`config.mk`:
```
export PLATFORM = sky130hd
export DESIGN_NAME = irq_trigger_bank
export DESIGN_NICKNAME = d
export VERILOG_FILES = /design/src/rtl/trig_pkg.sv /design/src/rtl/trig_sync.sv /design/src/rtl/trig_cell.sv /design/src/rtl/irq_trigger_bank.sv
export SDC_FILE = /design/constraint.sdc
export NUM_CORES = 1
export LEC_CHECK = 0
export CAP_MARGIN = 20
export CORE_AREA = 2 2 330 332
export CTS_BUF_LIST = sky130_fd_sc_hd__clkbuf_2 sky130_fd_sc_hd__clkbuf_4 sky130_fd_sc_hd__clkbuf_8
export DETAILED_ROUTE_END_ITERATION = 6
export DIE_AREA = 0 0 332 334
export PLACE_DENSITY = 0.58
export SYNTH_ARGS = -nofsm -noshare
export SYNTH_HDL_FRONTEND = slang
export SYNTH_SLANG_ARGS = --single-unit
```
`constraint.sdc`:
```
create_clock -name clk -period 6.5 [get_ports clk]
set_input_delay 1.3 -clock clk [delete_from_list [all_inputs] [get_ports clk]]
set_output_delay 1.3 -clock clk [all_outputs]
set_load 0.02 [all_outputs]
```
`src/rtl/trig_pkg.sv`:
```
package trig_pkg;
    typedef enum logic [1:0] {
        SENSE_LEVEL = 2'd0,
        SENSE_FALL  = 2'd1,
        SENSE_RISE  = 2'd2,
        SENSE_BOTH  = 2'd3
    } sense_e;
endpackage

```
`src/rtl/trig_sync.sv`:
```
module trig_sync #(
    parameter int WIDTH = 8
) (
    input  logic             clk,
    input  logic             rst_n,
    input  logic [WIDTH-1:0] din,
    output logic [WIDTH-1:0] dout
);
    typedef struct packed {
        logic [WIDTH-1:0] s1;
        logic [WIDTH-1:0] s2;
    } sync_t;

    sync_t sync_d, sync_q;

    always_comb begin
        sync_d    = sync_q;
        sync_d.s1 = din;
        sync_d.s2 = sync_q.s1;
    end

    always_ff @(posedge clk or negedge rst_n) begin
        if (!rst_n) sync_q <= '0;
        else        sync_q <= sync_d;
    end

    assign dout = sync_q.s2;
endmodule

```
`src/rtl/trig_cell.sv`:
```
module trig_cell
    import trig_pkg::*;
(
    input  logic   clk,
    input  logic   rst_n,
    input  logic   lvl,
    input  sense_e mode,
    input  logic   clr_req,
    output logic   pend
);
    typedef struct packed {
        logic prev;
        logic pend;
    } cell_t;

    cell_t cell_d, cell_q;
    logic  hit;

    always_comb begin
        unique case (mode)
            SENSE_FALL: hit = cell_q.prev & ~lvl;
            SENSE_RISE: hit = ~cell_q.prev & lvl;
            SENSE_BOTH: hit = cell_q.prev ^ lvl;
            default:    hit = 1'b0;
        endcase
        cell_d      = cell_q;
        cell_d.prev = lvl;
        if (mode == SENSE_LEVEL)  cell_d.pend = lvl;
        else if (hit)             cell_d.pend = 1'b1;
        else if (clr_req)         cell_d.pend = 1'b0;
    end

    always_ff @(posedge clk or negedge rst_n) begin
        if (!rst_n) cell_q <= '0;
        else        cell_q <= cell_d;
    end

    assign pend = cell_q.pend;


    level_follow_chk: assert property (@(posedge clk) disable iff (!rst_n)
        (mode == SENSE_LEVEL) |=> (pend == $past(lvl)));

    rise_set_chk: assert property (@(posedge clk) disable iff (!rst_n)
        (mode == SENSE_RISE && lvl && !cell_q.prev) |=> pend);

    fall_set_chk: assert property (@(posedge clk) disable iff (!rst_n)
        (mode == SENSE_FALL && !lvl && cell_q.prev) |=> pend);

    edge_hold_chk: assert property (@(posedge clk) disable iff (!rst_n)
        (mode != SENSE_LEVEL && pend && !clr_req) |=> pend);

    edge_clear_chk: assert property (@(posedge clk) disable iff (!rst_n)
        (mode != SENSE_LEVEL && clr_req && lvl == cell_q.prev) |=> !pend);
endmodule

```
`src/rtl/irq_trigger_bank.sv`:
```
module irq_trigger_bank
    import trig_pkg::*;
#(
    parameter int NUM_SRC   = 256,
    parameter int PIN_BASE  = 64,
    parameter int PIN_COUNT = 16,
    parameter logic [NUM_SRC-1:0] LEVEL_MASK =
        {{(NUM_SRC-80){1'b0}}, 16'hFFFF, 56'd0, 8'hFF},
    localparam int IDX_W = $clog2(NUM_SRC),
    localparam int PIN_W = $clog2(PIN_COUNT)
) (
    input  logic               clk,
    input  logic               rst_n,
    input  logic [NUM_SRC-1:0] irq_in,
    input  logic               reg_wen,
    input  logic [IDX_W:0]     reg_addr,
    input  logic [7:0]         reg_wdata,
    output logic [7:0]         reg_rdata,
    input  logic               ack_valid,
    input  logic [IDX_W-1:0]   ack_id,
    output logic [NUM_SRC-1:0] irq_pend
);
    typedef struct packed {
        logic [PIN_COUNT-1:0][1:0] pin_mode;
    } regs_t;

    regs_t regs_d, regs_q;

    logic [NUM_SRC-1:0] lvl_s;
    logic [NUM_SRC-1:0] clr;
    sense_e             mode [NUM_SRC];
    logic [IDX_W-1:0]   idx;
    logic [PIN_W-1:0]   pin_sel;
    logic               pin_space, pin_hit, sw_clr;

    assign idx       = reg_addr[IDX_W-1:0];
    assign pin_sel   = reg_addr[PIN_W-1:0];
    assign pin_space = reg_addr[IDX_W];
    assign pin_hit   = pin_space && (idx < IDX_W'(PIN_COUNT));
    assign sw_clr    = reg_wen && !pin_space && (reg_wdata == 8'h00);

    trig_sync #(.WIDTH(NUM_SRC)) u_sync (
        .clk  (clk),
        .rst_n(rst_n),
        .din  (irq_in),
        .dout (lvl_s)
    );

    always_comb begin
        regs_d = regs_q;
        if (reg_wen && pin_hit) regs_d.pin_mode[pin_sel] = reg_wdata[3:2];
    end

    always_ff @(posedge clk or negedge rst_n) begin
        if (!rst_n) begin
            for (int k = 0; k < PIN_COUNT; k++)
                regs_q.pin_mode[k] <= LEVEL_MASK[PIN_BASE+k] ? 2'd0 : 2'd2;
        end else begin
            regs_q <= regs_d;
        end
    end

    for (genvar i = 0; i < NUM_SRC; i++) begin : g_src
        if (i >= PIN_BASE && i < PIN_BASE + PIN_COUNT) begin : g_pin
            assign mode[i] = sense_e'(regs_q.pin_mode[i-PIN_BASE]);
        end else begin : g_fixed
            assign mode[i] = LEVEL_MASK[i] ? SENSE_LEVEL : SENSE_RISE;
        end
        assign clr[i] = (sw_clr && idx == IDX_W'(i)) ||
                        (ack_valid && ack_id == IDX_W'(i));
        trig_cell u_cell (
            .clk    (clk),
            .rst_n  (rst_n),
            .lvl    (lvl_s[i]),
            .mode   (mode[i]),
            .clr_req(clr[i]),
            .pend   (irq_pend[i])
        );
    end

    always_comb begin
        if (!pin_space)   reg_rdata = {7'd0, irq_pend[idx]};
        else if (pin_hit) reg_rdata = {4'd0, regs_q.pin_mode[pin_sel], 2'b00};
        else              reg_rdata = 8'h00;
    end


    flag_upper_zero_chk: assert property (@(posedge clk) disable iff (!rst_n)
        !pin_space |-> (reg_rdata[7:1] == 7'd0));
endmodule

```
==> results.md, run 1 <==
## Synth
• async set or reset register ratio after synthesis: 100%
• share of the yosys chip area belonging to registers: 70.2%
• dominant register cell in the synthesized netlist: dfrtp_1
• total of flip-flops plus latches after synthesis: 1,048
• cell area after synthesis: 37,400 sq um
• count of warnings emitted by yosys: 0
• biggest area consumer among synthesized cells: dfrtp_1
• Synth cell types: 44
• main area contributors after synthesis: dfrtp_1 70%, o221ai_1 5.5%, buf_4 5.3%
• top-area cell type share of the netlist area: 70.2%
• Mapped Cells: 2,649
• most instantiated library cell after synthesis: dfrtp_1
• count of flip-flops with a built-in enable after synthesis: 0
• mean cell area of the mapped netlist: 14.1 sq um
• synth cell count leaders: 1,048 x dfrtp_1, 282 x o21ai_0, 266 x inv_1

## Detailed routing
• Routed WL per cell: 29.3 um
• vias: 23,786
• Routed Wire Length: 135,000 um
• per-cell via count in the routed design: 5.17
• detailed-router iteration count before antenna repair: 7
• Residual DRC: 5
• count of antenna-violating nets left after detailed routing: 0
• number of DRC markers in iteration 0: 2,280

## Die
• Top Ports: 549
• floorplan row count: 121
• Die W: 332 um
• core region area: 108,000 sq um
• initial core utilization: 34.7%
• full die area: 111,000 sq um
• floorplan die height: 334 um

## Placement
• instance area at placement: 42,700 sq um
• dpl hpwl: 98,400 um
• number of port buffers: 543
• final estimated routing congestion in global placement: 0.920

## Timing
• Final Critical Period: 5.79 ns
• Fin Setup TNS: 0 ns
• unrepaired setup endpoints after global routing: false
• endpoints failing setup: 0
• transition time at the pin with the least slew margin: 1.14 ns
• Clock Skews: 0.0459 ns
• count of final hold-check violations: 0
• Highest Clock Rate: 173 MHz
• max_slew headroom: 23.5%
• final worst path period share: 89.0%
• final-report max-slew violation count: 0

## Global routing
• maximum number of pins on one net before global-route repair: 161
• total routing resource utilization after global routing: 24.3%
• global-route wire length before repair: 187,000 um
• number of global-route vias before repair: 24,158
• antenna violations before repair: 18
• remaining global-route overflow: 0

## Worst setup path
• worst path required time: 5.20 ns
• class of the most critical setup path: in2out
• library cell contributing the largest single delay on the critical path: clkdlybuf4s50_1
• critical path arrival: 4.49 ns
• Critical Path Max Stage Delay: 0.74 ns
• critical path cell sequence: clkdlybuf4s50_1, nand2b_1, a221oi_1, a21oi_1, and3_1, a211oi_1, a31oi_1, a31oi_1, buf_12
• Largest delay share family, worst path: compound AO/OA/AOI/OAI gates
• Critical path buffers and inverters: 2
• Setup crit end kind: output port
• Worst path most repeated cell: a31oi_1
• critical path launch point type: input port
• Critical Path Fanout Max: 12

## Layout
• fraction of final layout cells sized beyond drive strength 1: 15.4%
• final core area utilization: 43.0%
• final net count: 3,373
• finished layout cell area: 46,300 sq um
• Area growth syn-to-layout: 24.0%

## Job
• reported max-cap violation count: 0

## Clock tree
• clock root buffer master: clkbuf_8
• number of instances resized during post-cts repair: 0
• Setup Fix Bufs, Post-CTS: 0
• # H-tree levels: 4
• Clock Sinks: 1,048
• maximum clock insertion buffer count: 3
• clk slew on worst S/H paths: 0.06 ns
• total clock buffers created by CTS: 172
• clock latency reported for the late side of the worst-skew pair: 0.88 ns
• clock tree from TritonCTS: built
• hold bufs inserted after CTS: 0

## Pwr
• maximum ir drop on the vdd rail: 0.151 mV
• Power Dens Cells: 294 nW/um^2
• static power due to leakage: 19.5 nW

## Worst hold path
• path type of the worst min-delay path: reg2reg

## Status
• violated checks: DRC
• status: complete, but fails checks

-- cells by family (layout without fill, tap and decap cells) --
kind of cell	after synthesis	after routing	synth area share, %
buffers and inverters	637	1165	9.11
DFF	1048	1048	70.2
other	1	10	0.0100
AOI/OAI and AO/OA	603	603	11.0
adders and majority gates	32	32	1.07
and+or+nand+nor	200	200	2.77
muxes	128	128	5.83
-- worst register-to-register path: stages (launching register included) --
cell	delay, ns
dfrtp_1	0.42
o221a_2	0.25
o21ai_0	0.08
o21a_1	0.11
o21ai_0	0.31
-- routing by layer --
layer	share of wire, %	track usage [%]	vias up
met5	0.097	0	-
met4	4.1	10.1	20
met3	8.8	7.37	280
met2	47	38.6	1146
met1	40	31.0	12431
li1	-	-	9909
-- cell usage in the layout (no fill, tap or decap), drive strengths merged, types with 27 or more instances in the layout --
cell           instances
nand2                 50
clkdlybuf4s50        537
dfrtp               1048
nand3                 56
mux4                  68
mux2                  38
nand4                 29
o21ai                290
clkbuf               262
o221ai               234
buf                   62
nor2                  27
inv                  272
ha                    32
-- metrics by stage --
| step | power [W] | hold slack (ns) | setup slack, ns | std cells |
|---|---|---|---|---|
| 2_1_floorplan | 0.00723 | 0.331 | 1.89 | 2653 |
| 3_3_place_gp | 0.00775 | 0.331 | 0.782 | 4295 |
| 3_5_place_dp | 0.00776 | 0.335 | 0.809 | 4295 |
| 4_1_cts | 0.0138 | 0.320 | 0.791 | 4594 |
| 5_1_grt | 0.0141 | 0.334 | 0.547 | 4597 |
| 6_report | 0.0136 | 0.318 | 0.713 | 4600 |
-- sequential cells by signal, summed over array words and instances (netlist names) --
register / count
g_src.u_cell.pend: 256
u_sync.dout: 256
u_sync.sync_d: 256
g_src.u_cell.cell_q: 248
mode: 32
-- worst paths after layout --
path / start / end / slack, ns / cells after the start
min in group asynchronous: rst_n / u_sync.sync_d[173] / 0.45 / 1
hold reg to reg: u_sync.sync_d[193] / u_sync.dout[193] / 0.32 / 0
max in group asynchronous: rst_n / g_src[133].u_cell.pend / 4.61 / 2
hold / removal: u_sync.sync_d[193] / u_sync.dout[193] / 0.32 / 0
setup / recovery: reg_addr[2] / reg_rdata[0] / 0.71 / 9
setup reg to reg: g_src[65].u_cell.pend / g_src[65].u_cell.pend / 5.20 / 4
-- area by class of cell --
| cell class | instances | area (sq um) |
|---|---|---|
| flip-flops and latches | 1048 | 26200 |
| fillers | 9979 | 61500 |
| well taps | 1414 | 1770 |
| inverters | 267 | 1000 |
| multi-input cells | 968 | 7740 |
| clock inverters | 37 | 383 |
| repair buffers | 599 | 5950 |
| clock buffers | 262 | 3220 |
| diodes | 5 | 12.5 |
-- report_power, final --
part	switching [W]	internal, W	leakage (nW)
clock network	0.00265	0.00334	1.92
logic	0.000421	0.000286	5.96
registers	0.000142	0.00679	11.6
total	0.00321	0.0104	19.5
No activity file was read; power rests on OpenSTA's default activity.
==> run 2, diff against run 1 <==
--- a/config.mk
+++ b/config.mk
@@ -6,11 +6,13 @@
 export NUM_CORES = 1
 export LEC_CHECK = 0
 export CAP_MARGIN = 20
+export CELL_PAD_IN_SITES_DETAIL_PLACEMENT = 1
+export CELL_PAD_IN_SITES_GLOBAL_PLACEMENT = 2
 export CORE_AREA = 2 2 330 332
 export CTS_BUF_LIST = sky130_fd_sc_hd__clkbuf_2 sky130_fd_sc_hd__clkbuf_4 sky130_fd_sc_hd__clkbuf_8
 export DETAILED_ROUTE_END_ITERATION = 6
 export DIE_AREA = 0 0 332 334
-export PLACE_DENSITY = 0.58
+export PLACE_DENSITY = 0.77
 export SYNTH_ARGS = -nofsm -noshare
 export SYNTH_HDL_FRONTEND = slang
 export SYNTH_SLANG_ARGS = --single-unit
==> run 2 against run 1 <==
  * The run now ends clean
  * Total power increased by 2.3%
  * Die area stayed put
  * Via count up 2.1%
  * First-iteration DRC count shrank 9.0%
  * Global-route usage up 1.4 points
  * Utilization rose by 0.25 points
  * Non-clock buffer count increased by 8
  * Fmax increased by 3.1%
  * Clock skew grew 0.0060 ns
  * Clock power grew 4.8%
  * Design area grew 0.57%
==> results.md, run 2 (synthesis gave the netlist of run 1 again) <==
## Status
• status: finished clean

## Worst setup path
• Setup crit end kind: output port
• class of the most critical setup path: in2out
• Critical Path Fanout Max: 9
• critical path arrival: 4.31 ns
• critical path launch point type: input port
• worst path required time: 5.20 ns
• first element of the critical path: reg_addr[2]
• launch instance of the worst register-to-register path: g_src[66].u_cell.pend

## Clock tree
• Setup Fix Bufs, Post-CTS: 0
• maximum clock insertion buffer count: 3
• clock root buffer master: clkbuf_8
• total clock buffers created by CTS: 175
• number of instances resized during post-cts repair: 0
• Clock Sinks: 1,048
• clock latency reported for the late side of the worst-skew pair: 0.86 ns
• # H-tree levels: 4
• clock tree from TritonCTS: built
• clk slew on worst S/H paths: 0.06 ns
• hold bufs inserted after CTS: 0

## Die
• full die area: 111,000 sq um
• initial core utilization: 34.7%
• core region area: 108,000 sq um
• floorplan row count: 121
• Die W: 332 um
• floorplan die height: 334 um
• Top Ports: 549

## Timing
• final-report max-slew violation count: 0
• max_slew headroom: 20.3%
• Fin Setup TNS: 0 ns
• transition time at the pin with the least slew margin: 1.19 ns
• final worst path period share: 86.3%
• Final Critical Period: 5.61 ns
• Highest Clock Rate: 178 MHz
• Clock Skews: 0.0519 ns
• min setup slack post-route: 0.888 ns
• unrepaired setup endpoints after global routing: false
• endpoints failing setup: 0
• count of final hold-check violations: 0

## Job
• reported max-cap violation count: 0

## Detailed routing
• Residual DRC: 0
• detailed-router iteration count before antenna repair: 7
• per-cell via count in the routed design: 5.25
• number of DRC markers in iteration 0: 2,075
• count of antenna-violating nets left after detailed routing: 0
• Routed Wire Length: 142,000 um
• vias: 24,275
• Routed WL per cell: 30.7 um

## Worst hold path
• path type of the worst min-delay path: reg2reg
• launch point of the worst hold path: u_sync.sync_d[145]

## Layout
• leading cell type in the layout, fill and taps excluded: dfrtp_1
• fraction of final layout cells sized beyond drive strength 1: 16.1%
• area of all sequential standard cells: 26,200 sq um
• commonest cells after routing, fill and taps aside: 1,048 x dfrtp_1, 537 x clkdlybuf4s50_1, 282 x o21ai_0
• number of fillers in the final layout: 11,066
• final net count: 3,384
• multi-input logic area: 7740 sq um
• Area growth syn-to-layout: 24.7%

## Pwr
• static power due to leakage: 19.6 nW
• Power Dens Cells: 299 nW/um^2
• total power: 0.0139 W
• maximum ir drop on the vdd rail: 0.197 mV

## Placement
• number of port buffers: 543
• Worst Setup Slack post-DPL: 1.06 ns
• final estimated routing congestion in global placement: 0.897
• dpl hpwl: 104,000 um

## Global routing
• met1 usage: 31.4%
• grt peak-use layer: met2
• maximum number of pins on one net before global-route repair: 177
• grt met2 use: 41.5%
• number of global-route vias before repair: 25,962
• total routing resource utilization after global routing: 25.6%
• antenna violations before repair: 17
• global-route wire length before repair: 198,000 um
• remaining global-route overflow: 0
• global routing usage on met3: 8.11%

-- run 2: layout make-up --
class                   count  share of cell area, %
repair buffers            607                   12.9
diodes                      5                 0.0269
inverters                 267                   2.15
flip-flops and latches   1048                   56.3
multi-input cells         968                   16.6
well taps                1414                   3.80
clock inverters            39                  0.827
clock buffers             276                   7.38
-- run 2: worst paths after layout --
path,end,slack [ns],cells after the start
min,u_sync.dout[145],0.29,0
max in group asynchronous,u_sync.dout[240],4.37,2
min reg2reg,u_sync.dout[145],0.29,0
min in group asynchronous,u_sync.sync_d[172],0.52,1
max,reg_rdata[0],0.89,10
max reg2reg,g_src[66].u_cell.pend,5.15,4
-- run 2: metal layers --
| layer | vias to the layer above | routed length [um] |
|---|---|---|
| li1 | 9938 | - |
| met1 | 12895 | 54400 |
| met2 | 1104 | 67900 |
| met3 | 316 | 12600 |
| met4 | 22 | 6750 |
| met5 | - | 146 |
-- run 2: report_power, final --
group	switching [W]	total, W	internal (W)
sequential	0.000150	0.00694	0.00679
combinational	0.000431	0.000719	0.000288
clock	0.00275	0.00628	0.00353
total	0.00333	0.0139	0.0106
-- run 2: critical path, stage by stage --
cell and delay [ns]:
clkdlybuf4s50_1 0.69, buf_4 0.32, or2_2 0.40, a221oi_1 0.30, o21ai_0 0.13, and3_1 0.19
a41oi_1 0.18, o221ai_1 0.14, a31oi_1 0.45, buf_12 0.19
-- run 2: stage by stage --
step	hold WS, ns	utilization (%)	instance area [sq um]	std cells
after floorplan	0.331	-	37400	2653
after global placement	0.332	39.6	42700	4303
after detailed placement	0.336	39.7	42700	4304
after CTS	0.312	43.2	46600	4619
after global routing	0.335	43.2	46600	4621
final	0.293	43.2	46600	4624
